## src/rtl/hrs_pkg.sv

```systemverilog
package hrs_pkg;
   typedef enum logic {
      ST_IDLE = 1'b0,
      ST_RUN  = 1'b1
   } hrs_state_e;
endpackage

```

## src/rtl/hrs_coef_bank.sv

```systemverilog
module hrs_coef_bank #(
   parameter int CW     = 10,
   parameter int TAPS   = 7,
   parameter int PHASES = 16,
   localparam int PHB   = $clog2(PHASES),
   localparam int TAPW  = $clog2(TAPS),
   localparam int AW    = PHB + TAPW
) (
   input  logic                       clk,
   input  logic                       rst_n,
   input  logic                       we,
   input  logic [AW-1:0]              addr,
   input  logic [CW-1:0]              wdata,
   input  logic [PHB-1:0]             rd_phase,
   output logic [TAPS-1:0][CW-1:0]    rd_coef
);
   logic [PHASES-1:0][TAPS-1:0][CW-1:0] bank;
   logic [TAPW-1:0]                     wr_tap;
   logic [PHB-1:0]                      wr_ph;
   logic                                wr_ok;

   assign wr_tap = addr[TAPW-1:0];
   assign wr_ph  = addr[AW-1:TAPW];
   assign wr_ok  = we && (int'(wr_tap) < TAPS);

   always_ff @(posedge clk or negedge rst_n) begin
      if (!rst_n) begin
         bank <= '0;
      end else if (wr_ok) begin
         bank[wr_ph][wr_tap] <= wdata;
      end
   end

   assign rd_coef = bank[rd_phase];

   // an address whose tap field is past the last tap must leave every entry alone
   assert_bad_tap_R2: assert property (@(posedge clk) disable iff (!rst_n)
      (we && (int'(wr_tap) >= TAPS)) |=> $stable(bank));
endmodule

```

## src/rtl/hrs_window.sv

```systemverilog
module hrs_window #(
   parameter int DW   = 8,
   parameter int TAPS = 7
) (
   input  logic                    clk,
   input  logic                    rst_n,
   input  logic                    load,
   input  logic                    shift,
   input  logic                    take,
   input  logic [DW-1:0]           din,
   output logic [TAPS-1:0][DW-1:0] win
);
   logic [DW-1:0] nxt;

   assign nxt = take ? din : win[TAPS-1];

   always_ff @(posedge clk or negedge rst_n) begin
      if (!rst_n) begin
         win <= '0;
      end else if (load) begin
         for (int t = 0; t < TAPS; t++) win[t] <= din;
      end else if (shift) begin
         win <= {nxt, win[TAPS-1:1]};
      end
   end

   // past the end of the line the newest sample is replayed
   assert_edge_repeat_R4: assert property (@(posedge clk) disable iff (!rst_n)
      (shift && !take && !load) |=> (win[TAPS-1] == $past(win[TAPS-1])) &&
                                    (win[TAPS-2] == $past(win[TAPS-1])));
endmodule

```

## src/rtl/hrs_mac.sv

```systemverilog
module hrs_mac #(
   parameter int DW    = 8,
   parameter int CW    = 10,
   parameter int CFRAC = 8,
   parameter int TAPS  = 7
) (
   input  logic [TAPS-1:0][DW-1:0] win,
   input  logic [TAPS-1:0][CW-1:0] coef,
   output logic [DW-1:0]           pix
);
   localparam int PW = CW + DW + 1;
   localparam int SW = PW + $clog2(TAPS) + 1;

   logic signed [PW-1:0] prod [TAPS];
   logic signed [SW-1:0] total;
   logic signed [SW-1:0] biased;
   logic signed [SW-1:0] scaled;

   for (genvar t = 0; t < TAPS; t++) begin : g_tap
      assign prod[t] = $signed(coef[t]) * $signed({1'b0, win[t]});
   end

   always_comb begin
      total = '0;
      for (int t = 0; t < TAPS; t++) begin
         total = total + {{(SW-PW){prod[t][PW-1]}}, prod[t]};
      end
   end

   assign biased = total + SW'(1 << (CFRAC - 1));
   assign scaled = biased >>> CFRAC;

   always_comb begin
      if (scaled[SW-1])          pix = '0;
      else if (|scaled[SW-2:DW]) pix = '1;
      else                       pix = scaled[DW-1:0];
   end
endmodule

```

## src/rtl/hrs_dda.sv

```systemverilog
module hrs_dda
   import hrs_pkg::*;
#(
   parameter int STEPW = 16,
   parameter int SFRAC = 12,
   parameter int PHB   = 4,
   parameter int LENW  = 12,
   parameter int TAPS  = 7,
   localparam int ACCW  = LENW + STEPW,
   localparam int JW    = ACCW - SFRAC + 1,
   localparam int NEEDW = STEPW - SFRAC + 1,
   localparam int HALF  = TAPS / 2
) (
   input  logic             clk,
   input  logic             rst_n,
   input  logic             in_valid,
   input  logic             in_sol,
   input  logic [STEPW-1:0] step,
   input  logic [LENW-1:0]  in_len,
   input  logic [LENW-1:0]  out_len,
   input  logic             out_busy,
   output logic             in_ready,
   output logic             load,
   output logic             shift,
   output logic             take,
   output logic             emit,
   output logic [PHB-1:0]   phase
);
   hrs_state_e        st;
   logic [ACCW-1:0]   acc;
   logic [ACCW-1:0]   acc_nx;
   logic [NEEDW-1:0]  need;
   logic [NEEDW-1:0]  gap;
   logic [JW-1:0]     j;
   logic [LENW-1:0]   k;
   logic              more;
   logic              run;

   assign run    = (st == ST_RUN);
   assign more   = (j + JW'(1)) < JW'(in_len);
   assign acc_nx = acc + ACCW'(step);
   assign gap    = NEEDW'(acc_nx[ACCW-1:SFRAC] - acc[ACCW-1:SFRAC]);
   assign phase  = acc[SFRAC-1 -: PHB];

   assign in_ready = !run || (need != '0 && more);
   assign load     = !run && in_valid && in_sol && (out_len != '0);
   assign shift    = run && (need != '0) && (!more || in_valid);
   assign take     = shift && more;
   assign emit     = run && (need == '0) && !out_busy;

   always_ff @(posedge clk or negedge rst_n) begin
      if (!rst_n) begin
         st   <= ST_IDLE;
         acc  <= '0;
         need <= '0;
         j    <= '0;
         k    <= '0;
      end else if (load) begin
         st   <= ST_RUN;
         acc  <= '0;
         need <= NEEDW'(HALF);
         j    <= '0;
         k    <= '0;
      end else if (shift) begin
         need <= need - NEEDW'(1);
         j    <= j + JW'(1);
      end else if (emit) begin
         acc  <= acc_nx;
         need <= gap;
         k    <= k + LENW'(1);
         if (k == out_len - LENW'(1)) st <= ST_IDLE;
      end
   end

   assert_len_R6: assert property (@(posedge clk) disable iff (!rst_n)
      emit |-> (k < out_len));

   assert_drop_R7: assert property (@(posedge clk) disable iff (!rst_n)
      (!run && in_valid && !in_sol) |=> !run);
endmodule

```

## src/rtl/poly_hscaler.sv

```systemverilog
module poly_hscaler #(
   parameter int DW     = 8,
   parameter int CW     = 10,
   parameter int CFRAC  = 8,
   parameter int TAPS   = 7,
   parameter int PHASES = 16,
   parameter int STEPW  = 16,
   parameter int SFRAC  = 12,
   parameter int LENW   = 12,
   localparam int PHB   = $clog2(PHASES),
   localparam int TAPW  = $clog2(TAPS),
   localparam int AW    = PHB + TAPW
) (
   input  logic             clk,
   input  logic             rst_n,
   input  logic             cfg_we,
   input  logic [AW-1:0]    cfg_addr,
   input  logic [CW-1:0]    cfg_wdata,
   input  logic [STEPW-1:0] cfg_step,
   input  logic [LENW-1:0]  cfg_in_len,
   input  logic [LENW-1:0]  cfg_out_len,
   input  logic             in_valid,
   output logic             in_ready,
   input  logic             in_sol,
   input  logic [DW-1:0]    in_data,
   output logic             out_valid,
   input  logic             out_ready,
   output logic [DW-1:0]    out_data
);
   if (TAPS % 2 != 1) begin : g_chk_taps
      $error("TAPS must be odd");
   end
   if ((1 << PHB) != PHASES) begin : g_chk_ph
      $error("PHASES must be a power of two");
   end
   if (SFRAC < PHB || STEPW <= SFRAC) begin : g_chk_step
      $error("step needs at least PHB fractional and one integer bit");
   end
   if (CFRAC < 1 || CFRAC >= CW + DW) begin : g_chk_cf
      $error("CFRAC out of range");
   end

   logic [TAPS-1:0][CW-1:0] coef;
   logic [TAPS-1:0][DW-1:0] win;
   logic [PHB-1:0]          phase;
   logic [DW-1:0]           pix;
   logic                    load, shift, take, emit;

   hrs_coef_bank #(.CW(CW), .TAPS(TAPS), .PHASES(PHASES)) u_bank (
      .clk(clk), .rst_n(rst_n), .we(cfg_we), .addr(cfg_addr),
      .wdata(cfg_wdata), .rd_phase(phase), .rd_coef(coef));

   hrs_dda #(.STEPW(STEPW), .SFRAC(SFRAC), .PHB(PHB), .LENW(LENW), .TAPS(TAPS)) u_dda (
      .clk(clk), .rst_n(rst_n), .in_valid(in_valid), .in_sol(in_sol),
      .step(cfg_step), .in_len(cfg_in_len), .out_len(cfg_out_len),
      .out_busy(out_valid && !out_ready), .in_ready(in_ready),
      .load(load), .shift(shift), .take(take), .emit(emit), .phase(phase));

   hrs_window #(.DW(DW), .TAPS(TAPS)) u_win (
      .clk(clk), .rst_n(rst_n), .load(load), .shift(shift), .take(take),
      .din(in_data), .win(win));

   hrs_mac #(.DW(DW), .CW(CW), .CFRAC(CFRAC), .TAPS(TAPS)) u_mac (
      .win(win), .coef(coef), .pix(pix));

   always_ff @(posedge clk or negedge rst_n) begin
      if (!rst_n) begin
         out_valid <= 1'b0;
         out_data  <= '0;
      end else if (emit) begin
         out_valid <= 1'b1;
         out_data  <= pix;
      end else if (out_ready) begin
         out_valid <= 1'b0;
      end
   end

   assert_hold_R8: assert property (@(posedge clk) disable iff (!rst_n)
      (out_valid && !out_ready) |=> (out_valid && $stable(out_data)));
endmodule

```

## config.mk

```make
export PLATFORM = sky130hd
export DESIGN_NAME = poly_hscaler
export DESIGN_NICKNAME = d
export VERILOG_FILES = /design/src/rtl/hrs_pkg.sv /design/src/rtl/hrs_coef_bank.sv /design/src/rtl/hrs_window.sv /design/src/rtl/hrs_mac.sv /design/src/rtl/hrs_dda.sv /design/src/rtl/poly_hscaler.sv
export SDC_FILE = /design/constraint.sdc
export NUM_CORES = 2
export LEC_CHECK = 0
export BUFFER_PORTS_ARGS = -buffer_cell sky130_fd_sc_hd__buf_2
export CORE_MARGIN = 2
export CORE_UTILIZATION = 65
export CTS_CLUSTER_SIZE = 20
export DETAILED_ROUTE_END_ITERATION = 6
export PLACE_DENSITY = 0.82
export SLEW_MARGIN = 20
export SYNTH_ARGS = -nofsm -noshare
export SYNTH_HDL_FRONTEND = slang
export SYNTH_SLANG_ARGS = --single-unit
export TNS_END_PERCENT = 10
```

## constraint.sdc

```tcl
create_clock -name clk -period 18 [get_ports clk]
set_input_delay 3.6 -clock clk [delete_from_list [all_inputs] [get_ports clk]]
set_output_delay 3.6 -clock clk [all_outputs]
set_load 0.01 [all_outputs]
```

==> flow_summary.toml <==
[outcome]
outcome = "finished with violations"
violations = "design-rule violations"

[critical_path]
crit_buf_inv = 2
worstPathArrival_ps = 13300
rr_endpoint = "out_data[4]"
regToRegSetupSlack_ps = 5360
cp-start-kind = "register"
cpMaxStageDelayCell = "dfrtp_4"
cp_common_cell = "fa_1"
crit_type = "reg -> reg"
r2r_start = "u_dda.acc[8]"
cp-endpoint = "out_data[4]"
crit_start = "u_dda.acc[8]"
r2r_cells = 32
required_ps = 18650
crit_family = "adder cells"
cp-end-kind = "register"
crit_fanout = 101
critical_path_depth = 32
cp_slowest_stage_delay_ps = 960

[flow_run]
cap_violations = 0

[floorplanning]
die_y_um = 357
num_io_pins = 81
dieArea_mm2 = 0.128
rows = 129
die_w_um = 357
core_mm2 = 0.124
start_util = 0.655

[sta]
maxClockFrequency_ghz = 0.0791
clock_skew_ps = 57.4
whs_ps = 500
slew_violations = 0
setup_viol = 0
hold_viol_final = 0
min_period_ps = 12640
tns_ps = 0
relSlewSlack = 0.236
tightest_slew_ps = 1140
rsz0062_at_grt = "no"
layout_worst_path_cycle_share = 0.702

[clock_tree]
cts_setup_buffers = 0
cts.sinks = 1236
cts_hold_buffers = 0
insertion_delay_ps = 760
root_buffer = "clkbuf_16"
htreeDepth = 3
clk_pin_slew_ps = 60
cts_tree = "built"
cts_made_buffers = 119
cts_buffer_depth = 3
postCtsResizedCells = 0

[detailed_routing]
ant_nets = 0
drtPass1Iterations = 7
post_drt_wl_per_cell_um = 24.2
drt-initial-drc-count = 4609
num_vias = 51100
drc = 2
viasPerCell = 6.28
routed_wl_um = 197000

[synthesis]
yosys-top-cells-area = "dfrtp_1, mux2_2, fa_1, mux4_2, ha_1"
async_reset_ff_frac = 1.00
synth_top_area_frac = 0.382
syn_inst = 6471
synth_top_cell_by_area = "dfrtp_1"
synth-main-ff-cell = "dfrtp_1"
synthTopCellsByCount = "dfrtp_1, mux2_2, inv_1"
ys_ff_latch = 1236
ys_seq_area_frac = 0.382
ys_types = 72
synth_edf_count = 0
syn_area_per_cell_um2 = 12.5
yosysWarnings = 0
synth_most_common_cell = "dfrtp_1"
syn-num-nets = 7453
synthesis.area_mm2 = 0.0811

[cells_and_area]
synthToLayoutAreaGrowth_pct = 7.31
fill_cells = 8054
drive_gt1_frac = 0.287
nets = 7393

[placement]
hpwlAfterDp_um = 138000
place_congestion = 0.963
port_buffers = 80

[global_route]
grt_pass1_wl_um = 312000
grt_pass1_vias = 54300
grt_overflow = 0
antenna_found_initial = 15
track_usage = 0.319
grt_max_degree = 188

[hold_path]
hp-class = "reg -> reg"
==> cells in the final DEF, fill, tap and decap left out, drive strengths merged, types with 11 or more instances in the layout <==
cell type  instances
dfrtp           1236
mux2            1128
inv              846
fa               576
nand2            523
mux4             350
ha               335
and2             306
clkbuf           171
buf              132
nor2             119
xnor2            107
a21oi             82
o21ai             79
a31oi             70
xor2              61
nand3             57
nor3              37
a21o              27
and3              21
clkinv            21
or2               20
o21bai            16
nand4             15
or3               15
nand2b            13
a211o             11
bufinv            11
==> per-stage QoR <==
stage	utilization	cells	instance area (µm²)	worst slack, ps
2_1_floorplan	-	6471	81100	6820
6_report	0.703	8141	87000	5360
3_5_place_dp	0.669	7927	82900	5390
4_1_cts	0.702	8140	86900	5380
3_3_place_gp	0.669	7927	82900	5630
5_1_grt	0.703	8140	87000	4800
==> final cells by class <==
| class | count | area (µm²) | share of cell area |
|---|---|---|---|
| Clock buffer | 171 | 3420 | 0.0394 |
| Tap cell | 1637 | 2050 | 0.0235 |
| Timing Repair Buffer | 132 | 910 | 0.0105 |
| Antenna cell | 1 | 2.50 | 0.0000288 |
| Clock inverter | 42 | 656 | 0.00754 |
| Sequential cell | 1236 | 30900 | 0.356 |
| Inverter | 842 | 3160 | 0.0363 |
| Multi-Input combinational cell | 4080 | 45800 | 0.527 |
==> cells by family after synthesis <==
group | after synthesis | share of synthesized area
buf+inv | 1155 | 0.0541
xor+xnor | 168 | 0.0182
simple gates | 1163 | 0.0693
mux | 1482 | 0.254
compound gates | 356 | 0.0285
fa+ha+maj | 911 | 0.194
flops | 1236 | 0.382
==> worst min-delay path by stage <==
| stage | start | endpoint | cells after the start |
|---|---|---|---|
| 2_1_floorplan | u_dda.j[16] | u_dda.j[16] | 2 |
| 3_3_place_gp | u_bank.bank[452] | u_bank.bank[452] | 1 |
| 3_5_place_dp | u_bank.bank[749] | u_bank.bank[749] | 1 |
| 4_1_cts | u_bank.bank[749] | u_bank.bank[749] | 1 |
| 5_1_grt | u_bank.bank[432] | u_bank.bank[432] | 1 |
| 6_report | u_bank.bank[432] | u_bank.bank[432] | 1 |
==> registers in the layout, indices dropped and copies added (netlist names) <==
signal,count
u_bank.bank,1120
u_win.win,56
u_dda.j,17
u_dda.acc,16
u_dda.k,12
out_data,8
u_dda.need,5
out_valid,1
u_dda.run,1
==> layer usage <==
layer / vias to the layer above / part of all wire / track usage
met5: - / 0.00050 / 0
met4: 14 / 0.041 / 0.127
met3: 455 / 0.081 / 0.0663
met2: 1967 / 0.47 / 0.502
met1: 26900 / 0.41 / 0.442
li1: 21700 / - / -
Power is left out: the tool's default activity adds up to more than one toggle a clock period on the data nets, which glitch-free logic cannot reach.
